**src/rtl/adc_host_pkg.sv**
```systemverilog
package adc_host_pkg;

    localparam int RAW_BITS  = 12;
    localparam int CHAN_BITS = 3;

    typedef enum logic [3:0] {
        S_IDLE,
        S_CNV,
        S_WAIT_HI,
        S_WAIT_LO,
        S_RSU,
        S_RSTB,
        S_RGAP,
        S_QUIET,
        S_WSU,
        S_WSTB,
        S_WGAP
    } seq_state_t;

    // time in ps -> clock cycles, rounded up, never below one
    function automatic int cyc_ceil(input int t_ps, input int clk_ps);
        int c;
        c = (t_ps + clk_ps - 1) / clk_ps;
        return (c < 1) ? 1 : c;
    endfunction

    function automatic int imax(input int a, input int b);
        return (a > b) ? a : b;
    endfunction

endpackage

```
**src/rtl/adc_host_fmt.sv**
```systemverilog
module adc_host_fmt
    import adc_host_pkg::*;
#(
    parameter int RESULT_BITS = 12
) (
    input  logic                   word_mode,
    input  logic [7:0]             lo_byte,
    input  logic [RAW_BITS-1:0]    bus,
    output logic [RESULT_BITS-1:0] res,
    output logic [CHAN_BITS-1:0]   chan
);

    logic [RAW_BITS-1:0] raw;

    always_comb begin
        raw  = word_mode ? bus : {bus[3:0], lo_byte};
        chan = word_mode ? '0 : bus[6:4];
    end

    generate
        if (RESULT_BITS == RAW_BITS) begin : g_full
            assign res = raw;
        end else begin : g_trunc
            assign res = raw[RAW_BITS-1 -: RESULT_BITS];
        end
    endgenerate

endmodule

```
**src/rtl/adc_host_wdog.sv**
```systemverilog
module adc_host_wdog #(
    parameter int LIMIT = 2048
) (
    input  logic clk,
    input  logic rst_n,
    input  logic en,
    output logic expire
);

    localparam int W = $clog2(LIMIT + 1);

    logic [W-1:0] cnt_d, cnt_q;

    always_comb begin
        if (!en)
            cnt_d = '0;
        else if (cnt_q != W'(LIMIT))
            cnt_d = cnt_q + 1'b1;
        else
            cnt_d = cnt_q;
        expire = en && (cnt_q >= W'(LIMIT - 1));
    end

    always_ff @(posedge clk or negedge rst_n) begin
        if (!rst_n) cnt_q <= '0;
        else        cnt_q <= cnt_d;
    end

endmodule

```
**src/rtl/adc_host_ctrl.sv**
```systemverilog
module adc_host_ctrl
    import adc_host_pkg::*;
#(
    parameter int CLK_PS       = 5000,
    parameter int CONV_LOW_PS  = 10000,
    parameter int SETUP_PS     = 5000,
    parameter int STROBE_PS    = 30000,
    parameter int GAP_PS       = 10000,
    parameter int QUIET_PS     = 50000,
    parameter int BUSY_TMO_CYC = 2048,
    parameter int RESULT_BITS  = 12
) (
    input  logic                   clk,
    input  logic                   rst_n,
    input  logic                   conv_req,
    input  logic                   cfg_wr_req,
    input  logic [11:0]            cfg_wr_word,
    input  logic                   word_mode,
    input  logic                   cnv_busy,
    input  logic [11:0]            bus_din,
    output logic [11:0]            bus_dout,
    output logic                   bus_oe,
    output logic                   conv_start_n,
    output logic                   bus_cs_n,
    output logic                   bus_rd_n,
    output logic                   bus_wr_n,
    output logic                   byte_hi_sel,
    output logic                   ready,
    output logic                   res_valid,
    output logic [RESULT_BITS-1:0] res_data,
    output logic [2:0]             res_chan,
    output logic                   timeout_err
);

    localparam int CNV_CYC   = cyc_ceil(CONV_LOW_PS, CLK_PS);
    localparam int SU_CYC    = cyc_ceil(SETUP_PS, CLK_PS);
    localparam int STB_CYC   = cyc_ceil(STROBE_PS, CLK_PS);
    localparam int GAP_CYC   = cyc_ceil(GAP_PS, CLK_PS);
    localparam int QUIET_CYC = cyc_ceil(QUIET_PS, CLK_PS);
    localparam int MAX_CYC   = imax(imax(CNV_CYC, SU_CYC),
                                    imax(imax(STB_CYC, GAP_CYC), QUIET_CYC));
    localparam int CNT_W     = (MAX_CYC > 1) ? $clog2(MAX_CYC) : 1;

    typedef struct packed {
        seq_state_t              state;
        logic [CNT_W-1:0]        cnt;
        logic                    word;
        logic                    second;
        logic [RAW_BITS-1:0]     wdat;
        logic [7:0]              lo;
        logic                    cvn;
        logic                    csn;
        logic                    rdn;
        logic                    wrn;
        logic                    hsel;
        logic                    oe;
        logic [RAW_BITS-1:0]     dout;
        logic                    vld;
        logic [RESULT_BITS-1:0]  res;
        logic [CHAN_BITS-1:0]    chan;
        logic                    err;
        logic                    rdy;
    } ctrl_t;

    localparam ctrl_t RST_VAL = '{
        state: S_IDLE, cnt: '0, word: 1'b0, second: 1'b0, wdat: '0, lo: '0,
        cvn: 1'b1, csn: 1'b1, rdn: 1'b1, wrn: 1'b1, hsel: 1'b0, oe: 1'b0,
        dout: '0, vld: 1'b0, res: '0, chan: '0, err: 1'b0, rdy: 1'b1
    };

    ctrl_t d, q;

    logic                   wd_en;
    logic                   wd_expire;
    logic [RESULT_BITS-1:0] fmt_res;
    logic [CHAN_BITS-1:0]   fmt_chan;

    assign wd_en = (q.state == S_WAIT_HI) || (q.state == S_WAIT_LO);

    adc_host_wdog #(.LIMIT(BUSY_TMO_CYC)) i_wdog (
        .clk    (clk),
        .rst_n  (rst_n),
        .en     (wd_en),
        .expire (wd_expire)
    );

    adc_host_fmt #(.RESULT_BITS(RESULT_BITS)) i_fmt (
        .word_mode (q.word),
        .lo_byte   (q.lo),
        .bus       (bus_din),
        .res       (fmt_res),
        .chan      (fmt_chan)
    );

    always_comb begin
        d     = q;
        d.vld = 1'b0;
        d.err = 1'b0;
        unique case (q.state)
            S_IDLE: begin
                if (conv_req) begin
                    d.state  = S_CNV;
                    d.cnt    = CNT_W'(CNV_CYC - 1);
                    d.cvn    = 1'b0;
                    d.rdy    = 1'b0;
                    d.word   = word_mode;
                    d.second = 1'b0;
                end else if (cfg_wr_req) begin
                    d.state  = S_WSU;
                    d.cnt    = CNT_W'(SU_CYC - 1);
                    d.csn    = 1'b0;
                    d.hsel   = 1'b0;
                    d.oe     = 1'b1;
                    d.dout   = word_mode ? cfg_wr_word : {4'h0, cfg_wr_word[7:0]};
                    d.wdat   = cfg_wr_word;
                    d.word   = word_mode;
                    d.second = 1'b0;
                    d.rdy    = 1'b0;
                end
            end
            S_CNV: begin
                if (q.cnt == '0) begin
                    d.cvn   = 1'b1;
                    d.state = S_WAIT_HI;
                end else begin
                    d.cnt = q.cnt - 1'b1;
                end
            end
            S_WAIT_HI, S_WAIT_LO: begin
                if (q.state == S_WAIT_HI && cnv_busy) begin
                    d.state = S_WAIT_LO;
                end else if (q.state == S_WAIT_LO && !cnv_busy) begin
                    d.state = S_RSU;
                    d.cnt   = CNT_W'(SU_CYC - 1);
                    d.csn   = 1'b0;
                    d.hsel  = 1'b0;
                end else if (wd_expire) begin
                    d.state = S_IDLE;
                    d.err   = 1'b1;
                    d.rdy   = 1'b1;
                end
            end
            S_RSU: begin
                if (q.cnt == '0) begin
                    d.rdn   = 1'b0;
                    d.state = S_RSTB;
                    d.cnt   = CNT_W'(STB_CYC - 1);
                end else begin
                    d.cnt = q.cnt - 1'b1;
                end
            end
            S_RSTB: begin
                if (q.cnt == '0) begin
                    d.rdn = 1'b1;
                    d.csn = 1'b1;
                    if (!q.word && !q.second) begin
                        d.lo     = bus_din[7:0];
                        d.second = 1'b1;
                        d.state  = S_RGAP;
                        d.cnt    = CNT_W'(GAP_CYC - 1);
                    end else begin
                        d.vld   = 1'b1;
                        d.res   = fmt_res;
                        d.chan  = fmt_chan;
                        d.state = S_QUIET;
                        d.cnt   = CNT_W'(QUIET_CYC - 1);
                    end
                end else begin
                    d.cnt = q.cnt - 1'b1;
                end
            end
            S_RGAP: begin
                if (q.cnt == '0) begin
                    d.state = S_RSU;
                    d.cnt   = CNT_W'(SU_CYC - 1);
                    d.csn   = 1'b0;
                    d.hsel  = 1'b1;
                end else begin
                    d.cnt = q.cnt - 1'b1;
                end
            end
            S_QUIET: begin
                if (q.cnt == '0) begin
                    d.state = S_IDLE;
                    d.rdy   = 1'b1;
                    d.hsel  = 1'b0;
                end else begin
                    d.cnt = q.cnt - 1'b1;
                end
            end
            S_WSU: begin
                if (q.cnt == '0) begin
                    d.wrn   = 1'b0;
                    d.state = S_WSTB;
                    d.cnt   = CNT_W'(STB_CYC - 1);
                end else begin
                    d.cnt = q.cnt - 1'b1;
                end
            end
            S_WSTB: begin
                if (q.cnt == '0) begin
                    d.wrn   = 1'b1;
                    d.csn   = 1'b1;
                    d.state = S_WGAP;
                    d.cnt   = CNT_W'(GAP_CYC - 1);
                end else begin
                    d.cnt = q.cnt - 1'b1;
                end
            end
            S_WGAP: begin
                if (q.cnt != '0) begin
                    d.cnt = q.cnt - 1'b1;
                end else if (!q.word && !q.second) begin
                    d.second = 1'b1;
                    d.state  = S_WSU;
                    d.cnt    = CNT_W'(SU_CYC - 1);
                    d.csn    = 1'b0;
                    d.hsel   = 1'b1;
                    d.dout   = {8'h00, q.wdat[11:8]};
                end else begin
                    d.state = S_IDLE;
                    d.rdy   = 1'b1;
                    d.hsel  = 1'b0;
                    d.oe    = 1'b0;
                    d.dout  = '0;
                end
            end
            default: d = RST_VAL;
        endcase
    end

    always_ff @(posedge clk or negedge rst_n) begin
        if (!rst_n) q <= RST_VAL;
        else        q <= d;
    end

    assign conv_start_n = q.cvn;
    assign bus_cs_n     = q.csn;
    assign bus_rd_n     = q.rdn;
    assign bus_wr_n     = q.wrn;
    assign byte_hi_sel  = q.hsel;
    assign bus_oe       = q.oe;
    assign bus_dout     = q.dout;
    assign ready        = q.rdy;
    assign res_valid    = q.vld;
    assign res_data     = q.res;
    assign res_chan     = q.chan;
    assign timeout_err  = q.err;

endmodule


```
**config.mk**
```make
export PLATFORM = sky130hd
export DESIGN_NAME = adc_host_ctrl
export DESIGN_NICKNAME = d
export VERILOG_FILES = /design/src/rtl/adc_host_pkg.sv /design/src/rtl/adc_host_fmt.sv /design/src/rtl/adc_host_wdog.sv /design/src/rtl/adc_host_ctrl.sv
export SDC_FILE = /design/constraint.sdc
export NUM_CORES = 1
export LEC_CHECK = 0
export ABC_AREA = 1
export ABC_CLOCK_PERIOD_IN_PS = 2400
export BUFFER_PORTS_ARGS = -buffer_cell sky130_fd_sc_hd__buf_2
export CORE_UTILIZATION = 57
export DETAILED_ROUTE_END_ITERATION = 10
export PLACE_DENSITY = 0.8
export RECOVER_POWER = 25
export SETUP_SLACK_MARGIN = 0.05
export SLEW_MARGIN = 20
export SYNTH_ARGS = -nofsm -noshare
export SYNTH_HDL_FRONTEND = slang
export SYNTH_HIERARCHICAL = 1
export SYNTH_SLANG_ARGS = --single-unit
```
**constraint.sdc**
```tcl
create_clock -name clk -period 2.4 [get_ports clk]
set_clock_uncertainty 0.05 [all_clocks]
set_input_delay 0 -clock clk [delete_from_list [all_inputs] [get_ports clk]]
set_output_delay 0 -clock clk [all_outputs]
set_load 0.05 [all_outputs]
```
* Yosys cells after proc, flatten, opt, wreduce, memory -nomap -nowiden
Index checks and enable logic that the tools add are counted. Widths: inputs -> output; s select.
Word-level totals: bits in registers 78, input bits 30, word-level logic and storage cells 176
Operators by class: add/sub/neg operators 2, order comparisons 1, equality and inequality tests 34, multiplexer cells 73, bitwise gates (word level) 10, reductions and logical operators 37
Operators with widths (count):
- $mux 4 | 22
- $pmux 8 s10 | 1
- $mux 12 | 5
- $mux 14 | 3
- $pmux 13 s3 | 1
- $ne 2x2->1 const B | 19
- $reduce_or 9->1 | 4
- $mux 16 | 2
- $pmux 16 s2 | 1
- $pmux 12 s2 | 1
- $mux 22 | 1
- $reduce_and 10->1 | 2
- $reduce_or 10->1 | 2
- $mux 1 | 18
- $reduce_and 3->1 | 6
- $eq 4x3->1 const B | 4
- $mux 8 | 2
- $pmux 8 s2 | 1
- $reduce_and 8->1 | 2
- $add 12x1->12 const B | 1
- $eq 4x4->1 const B | 3
- $ge 12x11->1 const B | 1
- $ne 12x12->1 const B | 1
- $reduce_and 4->1 | 3
- 29 further kinds | 51

* Logic depth before layout (Yosys ltp)
Gate-level depths: netlist of run 1.
depth after elaboration 7, gate-level depth with buffers 13, mapped depth without buffers 12

* By module
Netlist of run 1, hierarchy kept.
Modules (own cells, without submodules):
- adc_host_ctrl | instances 1, cells each 447, area each 3323.2 um2, sequential area each 1457.6 um2
- adc_host_wdog | instances 1, cells each 107, area each 742.0 um2, sequential area each 300.3 um2
- adc_host_fmt | instances 1, cells each 46, area each 234.0 um2, sequential area each 0.0 um2

* Least setup slack after synthesis of run 1
OpenSTA, ideal clock, no wires.
path kind flip-flop to flip-flop, start point reg q[58] (netlist name), end point reg q[58] (netlist name), library setup time 116 ps, arrival 1628 ps, data required time 2234 ps, setup slack 606 ps, cell stages (with the launch flop) 10, path buffers 1, clock period less this slack 1794 ps, path through dfrtp_1 inv_1 ha_1 nand3_1 buf_2 ha_1 o21bai_1 nand4_1 nand2_1 nand2_1
Between the ends: longest elaborated chain between the ends 3, elaborated cells on any way between the ends 12, those cells by class add/sub (1); eq/ne (1); mux (7); reduce/logical (3)
Ends and longest elaborated chain:
- start: declaration | RTL line adc_host_ctrl.sv:71 | ctrl_t d, q;
- start signal: assignment | RTL line adc_host_ctrl.sv:233 | if (!rst_n) q <= RST_VAL;
- start signal: assignment | RTL line adc_host_ctrl.sv:234 | else q <= d;
- $sub 4x1->4 (tied with other cells)
- $mux 4 (tied with other cells) | RTL line adc_host_ctrl.sv:211 | if (q.cnt != '0) begin
- $pmux 8 s10 or $reduce_and 4->1 (tied branches)
Several ways; a longest one is shown, not always the timed one. A chain may end at the register's enable or synchronous reset.

* Worst setup path in the final report of run 1
start point reg q[58] (netlist name), end point reg q, in the netlist bus_oe
Between the ends: longest elaborated chain between the ends 3
Ends and longest elaborated chain (RTL line):
- $reduce_bool 4->1 | adc_host_ctrl.sv:211
- $ne 2x2->1 (no line)
- $reduce_and 5->1 (no line)
Every way passes these cells.

==> results of run 1 <==
## kinds of logic (layout without fill, tap and decap cells)
logic type | Yosys count | after routing
compound gates | 70 | 70
flops | 70 | 70
fa+ha+maj | 5 | 5
simple gates | 343 | 343
buf+inv | 109 | 184
xor+xnor | 3 | 3
## per-stage QoR
stage	cell area [µm²]	utilization [%]	setup WS [ns]	hold WS, ns	cells
global placement	4500	62.0	0.406	0.00567	732
floorplan	4300	-	0.606	-0.346	600
detailed placement	4500	62.0	0.371	0.0119	732
finish	4920	67.9	0.332	0.0724	774
global route	4920	67.9	0.118	0.0961	774
CTS	4930	67.9	0.354	0.0624	774
## Yosys cell counts
library cell,instances
o21bai_1,1
dfstp_2,5
xnor2_1,1
inv_1,59
dfrtp_1,65
clkbuf_8,2
buf_4,32
o21ai_1,22
nand3b_1,1
buf_2,3
a21oi_1,12
nor2_1,57
nand2_2,17
nor2_2,4
nand4_1,7
ha_1,5
o21ai_0,32
nand3_2,3
a21oi_2,1
nor2_4,4
clkbuf_1,1
a31oi_1,2
nand2_1,190
xor2_1,2
nand3_1,56
nor3_1,2
inv_2,7
buf_12,1
inv_4,1
and2_1,1
buf_6,3
nand3_4,1
## area by class of cell
cell class / count / area, µm²
fillers: 629 / 2330
multi-input cells: 421 / 1950
flip-flops and latches: 70 / 1760
repair buffers: 101 / 668
inverters: 67 / 254
clock buffers: 9 / 124
well taps: 99 / 124
clock inverters: 7 / 48.8
## per-layer routing
| layer | up-vias | GRT usage [%] |
|---|---|---|
| li1 | 2014 | - |
| met1 | 1873 | 36.5 |
| met2 | 125 | 44.3 |
| met3 | 19 | 7.46 |
| met4 | 0 | 9.97 |
| met5 | - | 0 |
## flip-flops by register name, summed over array words and instances (netlist names)
signal	flops
res_valid	1
bus_dout	12
i_wdog/cnt_q	12
conv_start_n	1
bus_wr_n	1
bus_cs_n	1
res_chan	3
q	22
byte_hi_sel	1
ready	1
res_data	12
bus_rd_n	1
bus_oe	1
timeout_err	1
## power by group
group,total (mW),leakage [nW],internal [mW],switching (mW)
registers,1.86,0.933,1.60,0.263
clock network,0.858,0.0776,0.374,0.484
logic,3.54,1.60,0.986,2.56
total,6.26,2.61,2.96,3.30
## path summary, 6_finish.rpt
kind,to,slack (ns),cells after the start
max,bus_oe,0.33,9
min,ready,0.07,6
max reg2reg,bus_oe,0.33,9
min reg2reg,bus_cs_n,0.42,2
max in group asynchronous,res_data[1],0.88,3
min in group asynchronous,bus_dout[6],0.51,2
## worst reg2reg max path, stage by stage (launching register included)
cell     delay, ns
dfrtp_1       0.42
inv_1         0.09
ha_1          0.21
nand3_1       0.15
nand2_2       0.16
nand2_1       0.08
nor2_1        0.57
nand2_1       0.10
nand2_1       0.09
nand2_1       0.05
## timing repair
action,in CTS,in global routing
endpoints found under the setup margin,0,0
hold endpoints to repair,62,0
hold buffers,26,0
==> results_dict.tcl, run 1 <==
set metrics [dict create \
    cts_tree "done" \
    outcome "finished with violations" \
    post_cts_buffers 0 \
    clock_latency_ns 0.35 \
    synth_compound_area_share_pct 8.35 \
    pin_count 66 \
    antennaDiodeCount 0 \
    grt_pass1_wl_um 16800 \
    initial_core_util_pct 59.3 \
    cts_made_buffers 9 \
    drc 0 \
    clk_pin_slew_ns 0.08 \
    grt_overflow_total 0 \
    wirelength_um 10300 \
    rsz0062_at_grt "false" \
    ant_nets 0 \
    cpPeakStageDelay_ns 0.57 \
    fp.dieH_um 88.8 \
    yosys_register_bits 70 \
    worst_pin_slew_ns 1.55 \
    synth_top_family_by_area "simple AND/OR/NAND/NOR gates" \
    worst-path-buf-inv 1 \
    timing.slew.headroom_pct -3.10 \
    failed_checks "max-capacitance violations, max-slew violations" \
    wl_met2_um 4950 \
    avgRoutedWirePerCell_um 13.3 \
    htreeDepth 3 \
    hold_viol 0 \
    crit_arrival_ns 2.26 \
    ys_seq_area_share_pct 40.9 \
    num_rows 31 \
    syn_area_per_cell_um2 7.17 \
    synth-simple-area-share_pct 34.9 \
    cp.required_ns 2.60 \
    antenna_found_initial 0 \
    dieWidth_um 88.8 \
    cp_slowest_cell "nor2_1" \
    core_area_um2 7250 \
    power.density_nw_per_um2 1270 \
    synth-xor-area-share_pct 0.611 \
    finalCritPeriodShare_pct 86.2 \
    clk_path_buf_depth 2 \
    synth_top_cell_area_share_pct 37.8 \
    viasPerCell 5.21 \
    grt_pass1_vias 3707 \
    dr.pass1.iters 5 \
    die_area_um2 7890 \
    maxCapViolCount 1 \
    grt_max_degree 44 \
    total_power_mw 6.26 \
    min_from "cfg_wr_req" \
    dr_wl_met3_um 572 \
    cp_top_family "simple AND/OR/NAND/NOR gates" \
    synth_cell_type_count 32 \
    cts.sinks 70 \
    synth_fa_ha_area_share_pct 1.46 \
    highest_layer "met4" \
    synth_area_um2 4300 \
    yosysWarnings 6 \
    timing.rr.start "q[58]" \
    synthCells 600 \
    final-setup-viol-count 0 \
    root_buffer "clkbuf_8" \
    fmax_mhz 484 \
    critPathKind "flop to flop" \
    cp-end-kind "flop" \
    cp_max_fo 11 \
    globalplace.congestion 0.959 \
    nNetsFinal 705 \
    mostFrequentLayoutCells "nand2_1, dfrtp_1, buf_2" \
    syn-num-nets 635 \
    final_common_cell "nand2_1" \
    layout_min_cycle_time_ns 2.07 \
    synthMuxAreaShare_pct 0 \
    cp-start-kind "flop" \
    cts_resized 0 \
    min_path_type "input port to flop" \
    ir_worst_vdd_mv 0.607 \
    fin_setup_tns_ns 0 \
    met1Wirelength_um 4570 \
    final_layout_size_suffix_gt1_share_pct 19.3 \
    grt_use_total_pct 27.8 \
    io_buffers 65 \
    report.final.slew_viol_count 28 \
    critPathLaunch "q[58]" \
    worstPathCellList "inv_1, ha_1, nand3_1, nand2_2, nand2_1, nor2_1, nand2_1, nand2_1, nand2_1" \
    drt_iter0_drc 173 \
    areaGrowthSynthToFinish_pct 14.5 \
    yosys-top-cells-area "dfrtp_1, nand2_1, nand3_1" \
    cpMostUsedCell "nand2_1" \
    via_count 4031 \
    leakage_nw 2.61 \
    dp_hpwl_um 7170 \
    yosysTopAreaCell "dfrtp_1" \
]
Note: power is estimated with default switching activity, not from simulation.
==> inputs of run 2 (changes only) <==
--- a/config.mk
+++ b/config.mk
@@ -10,7 +10,7 @@
 export BUFFER_PORTS_ARGS = -buffer_cell sky130_fd_sc_hd__buf_2
 export CORE_UTILIZATION = 57
 export DETAILED_ROUTE_END_ITERATION = 10
-export PLACE_DENSITY = 0.8
+export PLACE_DENSITY = 0.83
 export RECOVER_POWER = 25
 export SETUP_SLACK_MARGIN = 0.05
 export SLEW_MARGIN = 20
==> run 2 against run 1 <==
Net effect:
- critical path depth unchanged
- register-to-register slack worse by 0.02 ns
- core utilization up 0.91 points
- total power rose by 5.1%
- worst hold slack better by 0.0017 ns
- clock power increased by 35%
- sequential share of layout area is 0.47 points lower
- first-iteration DRC count grew 28%
- largest cell class unchanged
- via count up 1.1%
- sequential cell count unchanged
- combinational power about the same
- the run still ends with max-capacitance violations, max-slew violations left
- non-clock buffer count shrank 1
==> results_dict.tcl, run 2 (synthesized netlist as in run 1, its figures left out) <==
set metrics [dict create \
    globalplace.congestion 0.951 \
    grt_pass1_vias 3946 \
    die_area_um2 7890 \
    rr_worst_depth 9 \
    maxCapViolCount 1 \
    placed_area_um2 4490 \
    final_layout_size_suffix_gt1_share_pct 19.4 \
    drc 0 \
    grt_max_degree 32 \
    regMostFlops "q" \
    final-setup-viol-count 0 \
    fin_setup_tns_ns 0 \
    cts.sinks 70 \
    leakage_nw 2.65 \
    timing.critical_path.to "q[62]" \
    grt_pass1_wl_um 17800 \
    power.density_nw_per_um2 1320 \
    fin_hold_ws_ns 0.0740 \
    avgRoutedWirePerCell_um 13.8 \
    min_path_type "input port to flop" \
    post_cts_buffers 0 \
    reg2reg_slack_ns 0.31 \
    viasPerCell 5.27 \
    cp-start-kind "flop" \
    antenna_found_initial 0 \
    antennaDiodeCount 0 \
    clk_path_buf_depth 2 \
    worst_r2r_endpoint "q[62]" \
    pin_count 66 \
    worstPathCellList "inv_2, nor2_1, inv_1, a21oi_1, inv_1, nand3_1, and2_1, nand3_1, nand2_1" \
    cp_slowest_cell "dfrtp_1" \
    cp.required_ns 2.65 \
    initial_core_util_pct 59.3 \
    grt_overflow_total 0 \
    timing.rr.start "q[63]" \
    clock_latency_ns 0.36 \
    dr.pass1.iters 5 \
    ant_nets 0 \
    final_common_cell "nand2_1" \
    critPathLaunch "q[63]" \
    cpPeakStageDelay_ns 0.58 \
    htreeDepth 3 \
    io_buffers 65 \
    fp.dieH_um 88.8 \
    fmax_mhz 479 \
    clk_pin_slew_ns 0.08 \
    wirelength_um 10700 \
    timing.slew.headroom_pct -17.1 \
    failed_checks "max-capacitance violations, max-slew violations" \
    finalCritPeriodShare_pct 87.1 \
    stdcell_area_um2 4990 \
    crit_arrival_ns 2.34 \
    drt_iter0_drc 222 \
    regArea_um2 1760 \
    critPathKind "flop to flop" \
    fillers 610 \
    cp_max_fo 10 \
    outcome "finished with violations" \
    dieWidth_um 88.8 \
    areaGrowthSynthToFinish_pct 16.1 \
    num_rows 31 \
    root_buffer "clkbuf_8" \
    layout_min_cycle_time_ns 2.09 \
    largest_reg_flops 22 \
    hold_viol 0 \
    via_count 4074 \
    rsz0062_at_grt "false" \
    cp-end-kind "flop" \
    multi_input_area_um2 1950 \
    worst_pin_slew_ns 1.76 \
    report.final.slew_viol_count 31 \
    cts_tree "done" \
    nNetsFinal 704 \
    ir_worst_vdd_mv 0.666 \
    mostFrequentLayoutCells "nand2_1, dfrtp_1, buf_2" \
    dp_hpwl_um 7360 \
    grt_use_total_pct 29.6 \
    core_area_um2 7250 \
    cts_made_buffers 9 \
]
## run 2: cell count changes in the layout (fill, tap and decap cells not counted), sizes merged
cell	delta
clkinvlp	-3
buf	+1
inv	-1
bufinv	+3
clkbuf	-1
## run 2: area by class of cell
| class | instances | share of cell area [%] |
|---|---|---|
| multi-input combinational | 421 | 39.1 |
| sequential | 70 | 35.2 |
| inverter | 67 | 5.09 |
| clock buffer | 10 | 2.56 |
| clock inverter | 6 | 2.23 |
| tap | 99 | 2.48 |
| timing repair buffer | 100 | 13.3 |
## run 2: worst min-delay path by stage
stage,from,to,depth (start not counted)
2_1_floorplan,rst_n,bus_dout[0],0
3_3_place_gp,rst_n,bus_dout[7],1
3_5_place_dp,rst_n,bus_dout[2],1
4_1_cts,cfg_wr_req,ready,6
5_1_grt,cfg_wr_req,ready,6
6_report,cfg_wr_req,ready,6
## run 2: repair_timing
action | in CTS | in global routing
endpoints found under the hold margin | 67 | 0
hold buffers | 26 | 0
gates resized for setup | 0 | 1
setup endpoints to repair | 0 | 1
## run 2: layer usage
layer	track usage, %	up-vias	share of wire [%]
met3	4.76	33	5.0
met5	0	-	0
met4	17.3	0	3.3
met2	48.6	140	48
met1	36.9	1894	43
li1	-	2007	-
## run 2: critical path: cells and delay by family, from the launching register on
family / cells / cell delay (ns)
AOI/OAI and AO/OA: 1 / 0.19
DFF: 1 / 0.58
and+or+nand+nor: 5 / 0.80
buffers and inverters: 3 / 0.40
## run 2: report_power, final
part | internal [mW] | leakage [nW] | total [mW] | switching [mW]
clock network | 0.691 | 0.116 | 1.16 | 0.465
logic | 0.981 | 1.60 | 3.57 | 2.59
registers | 1.60 | 0.933 | 1.86 | 0.264
## run 2: stage by stage
step | utilization, % | setup WS [ns] | power [mW] | cells
3_5_place_dp | 61.9 | 0.256 | 5.34 | 731
4_1_cts | 68.8 | 0.237 | 6.55 | 773
5_1_grt | 68.8 | 0.0982 | 7.09 | 773
3_3_place_gp | 61.9 | 0.315 | 5.29 | 731
2_1_floorplan | - | 0.606 | 4.87 | 600
6_report | 68.8 | 0.311 | 6.59 | 773
